**config.mk**
```make
export PLATFORM = sky130hd
export DESIGN_NAME = i2c_rs_seq
export DESIGN_NICKNAME = d
export VERILOG_FILES = /design/src/rtl/i2c_rs_pkg.sv /design/src/rtl/i2c_rs_sync.sv /design/src/rtl/i2c_rs_brg.sv /design/src/rtl/i2c_rs_fsm.sv /design/src/rtl/i2c_rs_seq.sv
export SDC_FILE = /design/constraint.sdc
export NUM_CORES = 1
export LEC_CHECK = 0
export BUFFER_PORTS_ARGS = -buffer_cell sky130_fd_sc_hd__buf_4
export CORE_ASPECT_RATIO = 2
export CORE_MARGIN = 4
export CORE_UTILIZATION = 50
export DETAILED_ROUTE_END_ITERATION = 8
export PLACE_DENSITY = 0.82
export SLEW_MARGIN = 20
export SYNTH_ARGS = -nofsm -noshare
export SYNTH_HDL_FRONTEND = slang
export SYNTH_SLANG_ARGS = --single-unit
```
**constraint.sdc**
```tcl
create_clock -name clk -period 2.5 [get_ports clk]
set_input_delay 0.5 -clock clk [delete_from_list [all_inputs] [get_ports clk]]
set_output_delay 0.5 -clock clk [all_outputs]
set_load 0.005 [all_outputs]
```
**src/rtl/i2c_rs_pkg.sv**
```systemverilog
package i2c_rs_pkg;
  typedef enum logic [2:0] {
    ST_IDLE,
    ST_SCL_DN,
    ST_SDA_UP,
    ST_SCL_UP,
    ST_BOTH_HI,
    ST_SDA_DN
  } rs_state_e;
endpackage

```
**src/rtl/i2c_rs_sync.sv**
```systemverilog
module i2c_rs_sync #(
  parameter int W      = 2,
  parameter int STAGES = 2
) (
  input  logic         clk,
  input  logic         rst_n,
  input  logic [W-1:0] d,
  output logic [W-1:0] q
);
  logic [W-1:0] stg_q [STAGES];

  for (genvar g = 0; g < STAGES; g++) begin : g_stage
    logic [W-1:0] src;
    if (g == 0) begin : g_first
      assign src = d;
    end else begin : g_next
      assign src = stg_q[g-1];
    end
    always_ff @(posedge clk or negedge rst_n) begin
      if (!rst_n) stg_q[g] <= '1;
      else        stg_q[g] <= src;
    end
  end

  assign q = stg_q[STAGES-1];
endmodule

```
**src/rtl/i2c_rs_brg.sv**
```systemverilog
module i2c_rs_brg #(
  parameter int W = 7
) (
  input  logic         clk,
  input  logic         rst_n,
  input  logic         load,
  input  logic [W-1:0] reload,
  output logic         period_end
);
  logic [W-1:0] cnt_q, cnt_d;

  always_comb begin
    cnt_d = cnt_q;
    if (load)            cnt_d = reload;
    else if (cnt_q != '0) cnt_d = cnt_q - 1'b1;
  end

  always_ff @(posedge clk or negedge rst_n) begin
    if (!rst_n) cnt_q <= '0;
    else        cnt_q <= cnt_d;
  end

  // Period ends on the edge where the count leaves 1; stays ended at 0.
  assign period_end = (cnt_q <= W'(1));
endmodule

```
**src/rtl/i2c_rs_fsm.sv**
```systemverilog
module i2c_rs_fsm
  import i2c_rs_pkg::*;
(
  input  logic clk,
  input  logic rst_n,
  input  logic start_ok,
  input  logic scl_s,
  input  logic sda_s,
  input  logic period_end,
  output logic load,
  output logic scl_oe,
  output logic sda_oe,
  output logic busy,
  output logic done,
  output logic coll
);
  rs_state_e state_q, state_d;
  logic      hold_q, hold_d;

  always_comb begin
    state_d = state_q;
    hold_d  = hold_q;
    load    = 1'b0;
    done    = 1'b0;
    coll    = 1'b0;
    unique case (state_q)
      ST_IDLE: if (start_ok) state_d = ST_SCL_DN;
      ST_SCL_DN: if (!scl_s) begin
        state_d = ST_SDA_UP;
        load    = 1'b1;
        hold_d  = 1'b0;
      end
      ST_SDA_UP: if (period_end && sda_s) state_d = ST_SCL_UP;
      ST_SCL_UP: if (scl_s) begin
        if (!sda_s) begin
          coll    = 1'b1;
          state_d = ST_IDLE;
        end else begin
          state_d = ST_BOTH_HI;
          load    = 1'b1;
        end
      end
      ST_BOTH_HI: begin
        if (!scl_s) begin
          coll    = 1'b1;
          state_d = ST_IDLE;
        end else if (period_end) begin
          state_d = ST_SDA_DN;
          load    = 1'b1;
        end
      end
      ST_SDA_DN: if (period_end) begin
        done    = 1'b1;
        hold_d  = 1'b1;
        state_d = ST_IDLE;
      end
      default: state_d = ST_IDLE;
    endcase
  end

  always_ff @(posedge clk or negedge rst_n) begin
    if (!rst_n) begin
      state_q <= ST_IDLE;
      hold_q  <= 1'b0;
    end else begin
      state_q <= state_d;
      hold_q  <= hold_d;
    end
  end

  assign busy   = (state_q != ST_IDLE);
  assign scl_oe = (state_q == ST_SCL_DN) || (state_q == ST_SDA_UP);
  assign sda_oe = (state_q == ST_SDA_DN) ||
                  (hold_q && ((state_q == ST_IDLE) || (state_q == ST_SCL_DN)));

  // SDA may only be let go while SCL is being pulled low.
  assert_sda_release_R2: assert property (@(posedge clk) disable iff (!rst_n)
    $fell(sda_oe) |-> scl_oe);

  // SCL is let go only with SDA already released.
  assert_scl_release_R3: assert property (@(posedge clk) disable iff (!rst_n)
    $fell(scl_oe) |-> !sda_oe);

  // A collision leaves both lines released and the machine idle.
  assert_abort_release_R6: assert property (@(posedge clk) disable iff (!rst_n)
    coll |=> (!scl_oe && !sda_oe && !busy));
endmodule

```
**src/rtl/i2c_rs_seq.sv**
```systemverilog
module i2c_rs_seq #(
  parameter int BRG_W  = 7,
  parameter int CTL_W  = 5,
  parameter int RS_BIT = 1,
  parameter int TXB_W  = 8,
  parameter int SYNC_N = 2
) (
  input  logic             clk,
  input  logic             rst_n,
  input  logic [BRG_W-1:0] brg_reload,
  input  logic             ctl_wr,
  input  logic [CTL_W-1:0] ctl_wdata,
  input  logic             other_busy,
  input  logic             txb_wr,
  input  logic [TXB_W-1:0] txb_wdata,
  input  logic             flags_clr,
  input  logic             scl_in,
  input  logic             sda_in,
  output logic             scl_oe,
  output logic             sda_oe,
  output logic [CTL_W-1:0] ctl_q,
  output logic [TXB_W-1:0] txb_q,
  output logic             start_det,
  output logic             rs_irq,
  output logic             bus_coll,
  output logic             wr_coll
);
  localparam logic [CTL_W-1:0] RS_MASK = CTL_W'(1) << RS_BIT;

  logic       scl_s, sda_s, sda_d;
  logic [1:0] pins_s;
  logic       load, period_end, busy, done, coll, start_ok, start_pat;

  logic [CTL_W-1:0] ctl_d;
  logic [TXB_W-1:0] txb_d;
  logic             sdet_d, irq_d, bcol_d, wcol_d;

  i2c_rs_sync #(.W(2), .STAGES(SYNC_N)) u_sync (
    .clk (clk), .rst_n (rst_n), .d ({scl_in, sda_in}), .q (pins_s)
  );
  assign scl_s = pins_s[1];
  assign sda_s = pins_s[0];

  i2c_rs_brg #(.W(BRG_W)) u_brg (
    .clk (clk), .rst_n (rst_n), .load (load), .reload (brg_reload),
    .period_end (period_end)
  );

  assign start_ok = ctl_wr && !busy && !other_busy && ctl_wdata[RS_BIT];

  i2c_rs_fsm u_fsm (
    .clk (clk), .rst_n (rst_n), .start_ok (start_ok), .scl_s (scl_s),
    .sda_s (sda_s), .period_end (period_end), .load (load),
    .scl_oe (scl_oe), .sda_oe (sda_oe), .busy (busy), .done (done),
    .coll (coll)
  );

  assign start_pat = scl_s && sda_d && !sda_s;

  always_comb begin
    ctl_d = ctl_q;
    if (ctl_wr && !busy) begin
      ctl_d = ctl_wdata;
      if (other_busy) ctl_d = ctl_wdata & ~RS_MASK;
    end
    if (done || coll) ctl_d = ctl_d & ~RS_MASK;

    txb_d = txb_q;
    if (txb_wr && !busy) txb_d = txb_wdata;

    sdet_d = flags_clr ? 1'b0 : start_det;
    irq_d  = flags_clr ? 1'b0 : rs_irq;
    bcol_d = flags_clr ? 1'b0 : bus_coll;
    wcol_d = flags_clr ? 1'b0 : wr_coll;
    if (start_pat)      sdet_d = 1'b1;
    if (done)           irq_d  = 1'b1;
    if (coll)           bcol_d = 1'b1;
    if (txb_wr && busy) wcol_d = 1'b1;
  end

  always_ff @(posedge clk or negedge rst_n) begin
    if (!rst_n) begin
      ctl_q     <= '0;
      txb_q     <= '0;
      sda_d     <= 1'b1;
      start_det <= 1'b0;
      rs_irq    <= 1'b0;
      bus_coll  <= 1'b0;
      wr_coll   <= 1'b0;
    end else begin
      ctl_q     <= ctl_d;
      txb_q     <= txb_d;
      sda_d     <= sda_s;
      start_det <= sdet_d;
      rs_irq    <= irq_d;
      bus_coll  <= bcol_d;
      wr_coll   <= wcol_d;
    end
  end

  assert_busy_gate_R1: assert property (@(posedge clk) disable iff (!rst_n)
    (ctl_wr && other_busy && !busy) |=> (!ctl_q[RS_BIT] && !scl_oe));

  assert_req_clear_R4: assert property (@(posedge clk) disable iff (!rst_n)
    $fell(ctl_q[RS_BIT]) |-> (rs_irq || bus_coll));

  assert_txb_guard_R8: assert property (@(posedge clk) disable iff (!rst_n)
    (txb_wr && busy) |=> (wr_coll && $stable(txb_q)));

  assert_ctl_block_R9: assert property (@(posedge clk) disable iff (!rst_n)
    (ctl_wr && busy) |=> ((ctl_q & ~RS_MASK) == ($past(ctl_q) & ~RS_MASK)));
endmodule

```
==> results.sh, run 1 <==
export IMPL_power_share_combinational_pct=39.2
export IMPL_min_period_ns=1.925
export IMPL_pre_cts_slack_ns=0.5864
export IMPL_synth_fp_nets=160
export IMPL_critPathMaxFanout=12
export IMPL_syn_inst=129
export IMPL_yosysTopAreaCell="dfrtp_1"
export IMPL_firstDrtPassIters=4
export IMPL_routed_wl_um=3319
export IMPL_rsz0062_at_grt="no"
export IMPL_vias=1155
export IMPL_grt_overflow_total=0
export IMPL_die_w_um=47.72
export IMPL_grt_pass1_vias=1233
export IMPL_drc_errors=0
export IMPL_dieArea_um2=4173
export IMPL_cts_buffers_inserted=5
export IMPL_fin_skew_ns=0.003558
export IMPL_irDropWorstVdd_mv=0.8370
export IMPL_final_hold_viol_count=0
export IMPL_required_ns=2.69
export IMPL_timing_final_max_slew_violations=0
export IMPL_synth_top_area_share_pct=44.41
export IMPL_cpMaxStageDelayCell="or4b_1"
export IMPL_worst_setup_path_end_kind="flop"
export IMPL_switchingPower_uw=711.9
export IMPL_clockPowerShare_pct=17.8
export IMPL_io_buffers=46
export IMPL_tns_ns=0
export IMPL_vias_per_cell=5.580
export IMPL_power_density_nw_per_um2=1068
export IMPL_worst_pin_slew_ns=0.4363
export IMPL_rows=28
export IMPL_drt_antenna_violating_nets=0
export IMPL_post_dp_hpwl_um=2656
export IMPL_min_path_type="primary input to asynchronous set/reset pin"
export IMPL_crit_arrival_ns=2.11
export IMPL_core_area_um2=3013
export IMPL_die_y_um=87.44
export IMPL_post_cts_setup_buffer_count=0
export IMPL_wl_per_cell_um=16.03
export IMPL_critPathLaunchType="flop"
export IMPL_gp_congestion=0.9653
export IMPL_p_int_uw=1442
export IMPL_ys_seq_area_share_pct=52.74
export IMPL_ys_warnings_count=0
export IMPL_cts_root_buf="clkbuf_8"
export IMPL_cpPeakStageDelay_ns=0.71
export IMPL_clock_sinks=33
export IMPL_cts_tree="yes"
export IMPL_syn_to_final_growth_pct=27.83
export IMPL_grt_pass1_wl_um=5264
export IMPL_synth_area_um2=1578
export IMPL_p_leak_uw=0.0009527
export IMPL_post_cts_resized=0
export IMPL_drt_iter0_drc=18
export IMPL_ys_seq_elements=33
export IMPL_drv_cap=0
export IMPL_p_seq_share_pct=43.1
export IMPL_outcome="complete, no violations"
export IMPL_yosys_cell_types_count=38
export IMPL_finalSetupViolCount=0
export IMPL_slew_headroom_pct=70.92
export IMPL_netSwitchingFraction_pct=33.06
export IMPL_layout_nets=207
export IMPL_grt_max_degree=34
export IMPL_ios=47
export IMPL_htree_levels=2
export IMPL_path_clk_slew_ns=0.07
export IMPL_hold_buffers=0
export IMPL_drive_above_1_share_pct=47.46
export IMPL_antenna_found_initial=0
export IMPL_timing_fmax_ghz=0.5196
export IMPL_track_usage_pct=17.76
export IMPL_initial_utilization_pct=52.37
export IMPL_worstRegToRegCells=4
export IMPL_setup_slack_ns=0.5753
export IMPL_post_route_period_util_pct=76.99
export IMPL_synthTopCellsByArea="dfrtp_1, mux2_2, dfstp_2, mux2i_1, ha_1"
export IMPL_path_class="flop to flop"
export IMPL_num_antenna_cells=0
export IMPL_syn_avg_cell_area_um2=12.23
export IMPL_cts_max_path_buffers=2
export IMPL_path_cells="or4b_1 -> nor3b_1 -> a21oi_1 -> a311oi_1"
export IMPL_insertion_delay_ns=0.28
-- flip-flops by register name (all words and copies together) (netlist names), 2 cells and up --
| signal | cells |
|---|---|
| u_sync.g_stage.src | 2 |
| ctl_q | 5 |
| txb_q | 8 |
| u_fsm.state_q | 3 |
| u_brg.cnt_q | 7 |
| u_sync.q | 2 |
-- cells in the mapped netlist --
library cell,count
xor2_1,1
o22ai_1,1
o21ba_2,1
nand3_1,2
a21oi_1,5
nor3_4,1
nor3_1,1
or4_4,2
o2bb2ai_1,1
nor2b_1,3
a211oi_1,1
inv_1,8
clkbuf_1,4
nand2_1,3
buf_6,1
dfstp_2,5
o211ai_1,1
o31ai_1,1
xnor2_1,4
or4b_1,1
ha_1,3
a21o_1,1
o21ai_0,4
and2b_1,1
mux2i_1,4
a32o_1,2
buf_1,1
mux2_2,18
dfrtp_1,28
nor2_1,10
and3_1,2
and2_1,1
a311oi_1,1
nor3b_4,1
a2111o_1,1
nor3b_1,2
or4_2,1
a22oi_4,1
-- per-stage QoR --
stage	util [%]	instances	hold slack (ns)	area, µm²	power (µW)
after floorplan	-	129	0.2044	1578	1443
after global placement	64.08	199	0.3466	1931	1733
after detailed placement	64.08	199	0.3469	1931	1794
after CTS	66.94	207	0.1536	2017	2186
after global routing	66.94	207	0.1753	2017	2303
final	66.94	207	0.1442	2017	2154
-- cell families after synthesis --
kind of cell             count (synthesis)  synth area share, %
flip-flops                              33                52.74
AND/OR/NAND/NOR                         31                12.69
multiplexers                            22                15.38
AO/OA/AOI/OAI                           21                10.23
buffers and inverters                   14                3.806
XOR/XNOR                                 5                2.775
adder cells (fa/ha/maj)                  3                2.379
-- power by group through the flow --
stage          Combinational [µW]  Sequential (µW)  Clock [µW]
2_1_floorplan                 566              876           0
3_3_place_gp                  821              913           0
3_5_place_dp                  859              936           0
4_1_cts                       862              927         397
5_1_grt                       920              962         421
6_report                      843              928         383
-- worst max-delay path: cells and delay by family (launching register included) --
| kind | cells | cell delay, ns |
|---|---|---|
| flip-flops | 1 | 0.51 |
| AND/OR/NAND/NOR | 2 | 1.04 |
| AO/OA/AOI/OAI | 2 | 0.28 |
-- routing by layer --
layer / GRT usage, % / up-vias / wire length, µm
li1: - / 551 / -
met4: 8.824 / 0 / 75
met3: 3.934 / 8 / 164
met5: 0 / - / 0
met1: 16.29 / 563 / 1070
met2: 32.93 / 33 / 2008
-- final cells by class --
cell class / instances / area [µm²]
inverters: 8 / 30.03
clock buffers: 5 / 68.82
multi-input cells: 82 / 685.7
flip-flops and latches: 33 / 832.0
clock inverters: 3 / 17.52
well taps: 30 / 37.54
repair buffers: 46 / 345.3
fillers: 240 / 996.0
-- cells in the final DEF (no fill, tap or decap), types with 2 or more instances in the layout --
master,n
buf_4,46
nand3_1,2
and3_1,2
mux2i_1,4
o21ai_0,4
clkinv_2,2
nand2_1,3
mux2_2,18
a21oi_1,5
or4_4,2
nor2_1,10
inv_1,8
ha_1,3
nor3b_1,2
xnor2_1,4
dfrtp_1,28
dfstp_2,5
clkbuf_8,5
nor2b_1,3
a32o_1,2
-- worst paths after layout --
check	startpoint	end	slack, ns
min in group clk	scl_in	u_sync.g_stage[1].src[1]$_DFF_PN1_	0.32
min reg2reg	u_sync.g_stage[1].src[0]$_DFF_PN1_	u_sync.q[0]$_DFF_PN1_	0.36
max reg2reg	u_fsm.state_q[1]$_DFFE_PN0P_	ctl_q[1]$_DFFE_PN0P_	0.58
min	rst_n	u_fsm.hold_q$_DFFE_PN0P_	0.14
max	u_fsm.state_q[1]$_DFFE_PN0P_	ctl_q[1]$_DFFE_PN0P_	0.58
max in group asynchronous	rst_n	u_sync.q[1]$_DFF_PN1_	2.02
(Power assumes the default switching activity.)
==> inputs of run 2 (changes only) <==
==> constraint.sdc (replaced) <==
create_clock -name clk -period 1.9 [get_ports clk]
set_input_delay 0.38 -clock clk [delete_from_list [all_inputs] [get_ports clk]]
set_output_delay 0.38 -clock clk [all_outputs]
set_load 0.005 [all_outputs]
==> run 2 against run 1 <==
Compared with the run above:
- clock skew grew 0.0041 ns
- setup slack lost 0.52 ns
- clock-buffer cell count is the same
- core utilization grew 1.0 points
- critical path depth is the same
- non-clock buffer count grew 4
- design area grew 1.5%
- sequential cell count is the same
- first-iteration DRC count shrank 44%
==> results.sh, run 2 (synthesized netlist as in run 1, its figures left out) <==
export IMPL_die_y_um=87.44
export IMPL_final_hold_viol_count=0
export IMPL_power_density_nw_per_um2=1406
export IMPL_drt_antenna_violating_nets=0
export IMPL_drc_errors=0
export IMPL_grt_overflow_total=0
export IMPL_grt_max_degree=34
export IMPL_critPathLaunchType="flop"
export IMPL_outcome="complete, no violations"
export IMPL_worst_pin_slew_ns=0.4097
export IMPL_critPathMaxFanout=4
export IMPL_finalSetupViolCount=0
export IMPL_dieArea_um2=4173
export IMPL_min_period_ns=1.848
export IMPL_initial_utilization_pct=52.37
export IMPL_dp_cells=203
export IMPL_rsz0062_at_grt="no"
export IMPL_track_usage_pct=18.42
export IMPL_irDropWorstVdd_mv=0.9854
export IMPL_tns_ns=0
export IMPL_largest_reg_flops=8
export IMPL_path_class="flop to flop"
export IMPL_grt_pass1_wl_um=5471
export IMPL_io_buffers=46
export IMPL_ios=47
export IMPL_slew_headroom_pct=72.68
export IMPL_vias_per_cell=5.649
export IMPL_rows=28
export IMPL_min_path_type="primary input to asynchronous set/reset pin"
export IMPL_htree_levels=2
export IMPL_layout_commonest_cell="buf_4"
export IMPL_syn_to_final_growth_pct=29.74
export IMPL_required_ns=2.12
export IMPL_regMostFlops="txb_q"
export IMPL_post_cts_setup_buffer_count=0
export IMPL_clock_sinks=33
export IMPL_vias=1192
export IMPL_firstDrtPassIters=4
export IMPL_die_w_um=47.72
export IMPL_crit_arrival_ns=2.07
export IMPL_worst_setup_path_end_kind="flop"
export IMPL_setup_slack_ns=0.05231
export IMPL_timing_fmax_ghz=0.5412
export IMPL_drv_cap=0
export IMPL_post_route_period_util_pct=97.25
export IMPL_p_leak_uw=0.0009726
export IMPL_fin_skew_ns=0.007685
export IMPL_cts_tree="yes"
export IMPL_timing_final_max_slew_violations=0
export IMPL_grt_pass1_vias=1275
export IMPL_path_clk_slew_ns=0.07
export IMPL_cts_root_buf="clkbuf_8"
export IMPL_largestRegisters="txb_q x8, u_brg.cnt_q x7, ctl_q x5"
export IMPL_cts_buffers_inserted=5
export IMPL_post_dp_hpwl_um=2667
export IMPL_num_antenna_cells=0
export IMPL_drt_iter0_drc=10
export IMPL_mostFrequentLayoutCells="buf_4, dfrtp_1, mux2_2"
export IMPL_gp_congestion=0.8350
export IMPL_drive_above_1_share_pct=48.62
export IMPL_hold_buffers=0
export IMPL_wl_per_cell_um=15.88
export IMPL_pre_cts_slack_ns=0.06291
export IMPL_core_area_um2=3013
export IMPL_antenna_found_initial=0
export IMPL_insertion_delay_ns=0.28
export IMPL_post_cts_resized=0
export IMPL_final_cells=211
export IMPL_cts_max_path_buffers=2
export IMPL_layout_nets=211
export IMPL_routed_wl_um=3350
[run 2: layout make-up]
| class | count | area [µm²] |
|---|---|---|
| timing repair buffer | 50 | 375.4 |
| clock inverter | 3 | 17.52 |
| inverter | 8 | 30.03 |
| tap | 30 | 37.54 |
| multi-input combinational | 82 | 685.7 |
| clock buffer | 5 | 68.82 |
| fill | 232 | 965.9 |
| sequential | 33 | 832.0 |
[run 2: stage by stage]
step / utilization, % / power (µW) / cell area, µm² / hold WS [ns]
CTS: 67.94 / 2917 / 2047 / 0.03636
global placement: 65.07 / 2315 / 1961 / 0.3334
detailed placement: 65.07 / 2400 / 1961 / 0.3473
global route: 67.94 / 3085 / 2047 / 0.06125
floorplan: - / 1898 / 1578 / 0.08441
finish: 67.94 / 2879 / 2047 / 0.02331
[run 2: final timing paths]
kind	from	end	slack [ns]	cells after the start
max in group asynchronous	rst_n	u_sync.g_stage[1].src[1]$_DFF_PN1_	1.54	1
max reg2reg	u_brg.cnt_q[1]$_DFFE_PN0P_	u_brg.cnt_q[5]$_DFFE_PN0P_	0.05	4
min reg2reg	u_sync.g_stage[1].src[1]$_DFF_PN1_	u_sync.q[1]$_DFF_PN1_	0.35	0
min in group clk	sda_in	u_sync.g_stage[1].src[0]$_DFF_PN1_	0.21	1
min	rst_n	u_fsm.hold_q$_DFFE_PN0P_	0.02	1
max	u_brg.cnt_q[1]$_DFFE_PN0P_	u_brg.cnt_q[5]$_DFFE_PN0P_	0.05	4
[run 2: where the power goes]
part | internal [µW] | switching (µW)
Sequential | 965 | 239
Clock | 252 | 255
Combinational | 706 | 462
[run 2: worst max-delay path, stage by stage (launching register included)]
cell	delay [ns]
dfrtp_1	0.41
or4_4	0.56
or4_2	0.61
nand2_1	0.07
mux2_2	0.13
[run 2: layer usage]
metal	wire length [µm]	GRT usage, %
met2	1988	34.02
met4	79	8.578
met1	1109	17.45
met5	0	0
met3	172	3.934
==> inputs of run 3 (changes only) <==
--- a/config.mk
+++ b/config.mk
@@ -8,9 +8,9 @@
 export BUFFER_PORTS_ARGS = -buffer_cell sky130_fd_sc_hd__buf_4
 export CORE_ASPECT_RATIO = 2
 export CORE_MARGIN = 4
-export CORE_UTILIZATION = 50
+export CORE_UTILIZATION = 46
 export DETAILED_ROUTE_END_ITERATION = 8
-export PLACE_DENSITY = 0.82
+export PLACE_DENSITY = 0.79
 export SLEW_MARGIN = 20
 export SYNTH_ARGS = -nofsm -noshare
 export SYNTH_HDL_FRONTEND = slang
==> constraint.sdc (replaced) <==
create_clock -name clk -period 1.6 [get_ports clk]
set_input_delay 0.32 -clock clk [delete_from_list [all_inputs] [get_ports clk]]
set_output_delay 0.32 -clock clk [all_outputs]
set_load 0.005 [all_outputs]
==> run 3 against run 2 <==
Compared with the run above:
- the flow now finishes with violations (setup timing)
- hold slack improved by 0.12 ns
- clock-buffer cell count rose by 3
- final cell count is 12% higher
- sequential cell count did not move
- global-route usage down 0.086 points
- fmax increased by 2.9%
- critical path depth stayed put
- die area up 7.5%
- sequential power up 14%
- critical endpoint is now u_brg.cnt_q[0]$_DFFE_PN0P_
- largest cell class unchanged
- largest power group is now combinational cells
==> results.sh, run 3 (synthesized netlist as in run 1, its figures left out) <==
export IMPL_io_buffers=46
export IMPL_pre_cts_slack_ns=-0.2095
export IMPL_path_class="flop to flop"
export IMPL_critPathMaxFanout=7
export IMPL_dieArea_um2=4488
export IMPL_die_w_um=49.41
export IMPL_required_ns=1.77
export IMPL_vias=1306
export IMPL_die_y_um=90.83
export IMPL_grt_max_degree=34
export IMPL_grt_pass1_vias=1384
export IMPL_drive_above_1_share_pct=58.25
export IMPL_syn_to_final_growth_pct=47.26
export IMPL_wl_per_cell_um=16.17
export IMPL_critPathLaunchType="flop"
export IMPL_routed_wl_um=3832
export IMPL_num_antenna_cells=0
export IMPL_clock_sinks=33
export IMPL_htree_levels=2
export IMPL_cts_tree="yes"
export IMPL_timing_fmax_ghz=0.5568
export IMPL_largest_reg_flops=8
export IMPL_rsz0062_at_grt="yes"
export IMPL_gp_congestion=0.9037
export IMPL_path_clk_slew_ns=0.06
export IMPL_post_route_period_util_pct=112.2
export IMPL_drc_errors=0
export IMPL_outcome="finished, violations left"
export IMPL_crit_arrival_ns=1.96
export IMPL_layout_nets=236
export IMPL_ios=47
export IMPL_final_hold_viol_count=0
export IMPL_post_dp_hpwl_um=2904
export IMPL_timing_final_max_slew_violations=0
export IMPL_insertion_delay_ns=0.29
export IMPL_layout_commonest_cell="buf_4"
export IMPL_setup_slack_ns=-0.1959
export IMPL_p_leak_uw=0.001138
export IMPL_grt_overflow_total=0
export IMPL_firstDrtPassIters=4
export IMPL_core_area_um2=3229
export IMPL_n_fill_cell=233
export IMPL_cts_buffers_inserted=5
export IMPL_worst_setup_path_end_kind="flop"
export IMPL_cts_max_path_buffers=2
export IMPL_regMostFlops="txb_q"
export IMPL_grt_pass1_wl_um=6272
export IMPL_largestRegisters="txb_q x8, u_brg.cnt_q x7, ctl_q x5"
export IMPL_worst_pin_slew_ns=0.4170
export IMPL_violations="setup timing"
export IMPL_min_period_ns=1.796
export IMPL_power_density_nw_per_um2=1719
export IMPL_track_usage_pct=18.33
export IMPL_finalSetupViolCount=10
export IMPL_mostFrequentLayoutCells="buf_4, dfrtp_1, mux2_2"
export IMPL_initial_utilization_pct=48.86
export IMPL_rows=29
export IMPL_min_path_type="primary input to flop"
export IMPL_fin_skew_ns=0.007271
export IMPL_slew_headroom_pct=72.20
export IMPL_drt_antenna_violating_nets=0
export IMPL_vias_per_cell=5.511
export IMPL_cts_root_buf="clkbuf_8"
export IMPL_irDropWorstVdd_mv=1.209
export IMPL_drv_cap=0
export IMPL_drt_iter0_drc=20
export IMPL_hold_slack_ns=0.1427
export IMPL_antenna_found_initial=0
-- run 3: what timing repair did --
action / 4_1_cts / 5_1_grt
hold buffers: 1 / 0
buffers inserted: 6 / 3
pin swaps: 4 / 7
resized for setup: 5 / 20
hold endpoints to repair: 28 / 0
setup endpoints to repair: 23 / 23
-- run 3: layout make-up --
type	count	area (µm²)	area share [%]
Inverter	8	30.03	1.292
Clock buffer	8	90.09	3.877
Tap cell	31	38.79	1.669
Timing Repair Buffer	75	584.3	25.15
Multi-Input combinational cell	82	745.7	32.09
Sequential cell	33	834.6	35.92
-- run 3: layer usage --
metal	wire length (µm)	track usage (%)	vias to the layer above
met1	1146	17.06	640
met2	2318	34.30	45
met3	194	3.802	15
li1	-	-	606
met4	173	11.78	0
met5	0	0	-
-- run 3: power breakdown --
part,internal (µW),switching (µW)
clock network,350,281
registers,1150,224
logic,1240,750
-- run 3: critical path: stages, from the launching register on --
cell and delay [ns]:
dfrtp_1 0.37, or4_4 0.59, nor3_4 0.21, a22oi_4 0.18
mux2_4 0.33
-- run 3: final timing paths --
check | startpoint | endpoint | slack (ns) | depth (start not counted)
worst max register to register | u_brg.cnt_q[3]$_DFFE_PN0P_ | u_brg.cnt_q[0]$_DFFE_PN0P_ | -0.20 | 4
worst min-delay path | scl_in | u_sync.g_stage[1].src[1]$_DFF_PN1_ | 0.14 | 1
worst max-delay path | u_brg.cnt_q[3]$_DFFE_PN0P_ | u_brg.cnt_q[0]$_DFFE_PN0P_ | -0.20 | 4
max in group asynchronous | rst_n | u_sync.q[1]$_DFF_PN1_ | 0.75 | 2
min in group asynchronous | rst_n | txb_q[0]$_DFFE_PN0P_ | 0.51 | 2
worst min register to register | u_sync.g_stage[1].src[0]$_DFF_PN1_ | u_sync.q[0]$_DFF_PN1_ | 0.36 | 0
-- run 3: metrics by stage --
| step | power, µW | TNS, ns | utilization [%] | area (µm²) | cells |
|---|---|---|---|---|---|
| after detailed placement | 3077 | -1.371 | 64.39 | 2079 | 219 |
| after global routing | 4270 | -1.987 | 71.95 | 2323 | 237 |
| after global placement | 2971 | -0.9746 | 64.39 | 2079 | 219 |
| final | 3994 | -1.375 | 71.95 | 2323 | 237 |
| after floorplan | 2273 | -1.141 | - | 1594 | 129 |
| after CTS | 3851 | -1.276 | 69.28 | 2237 | 234 |
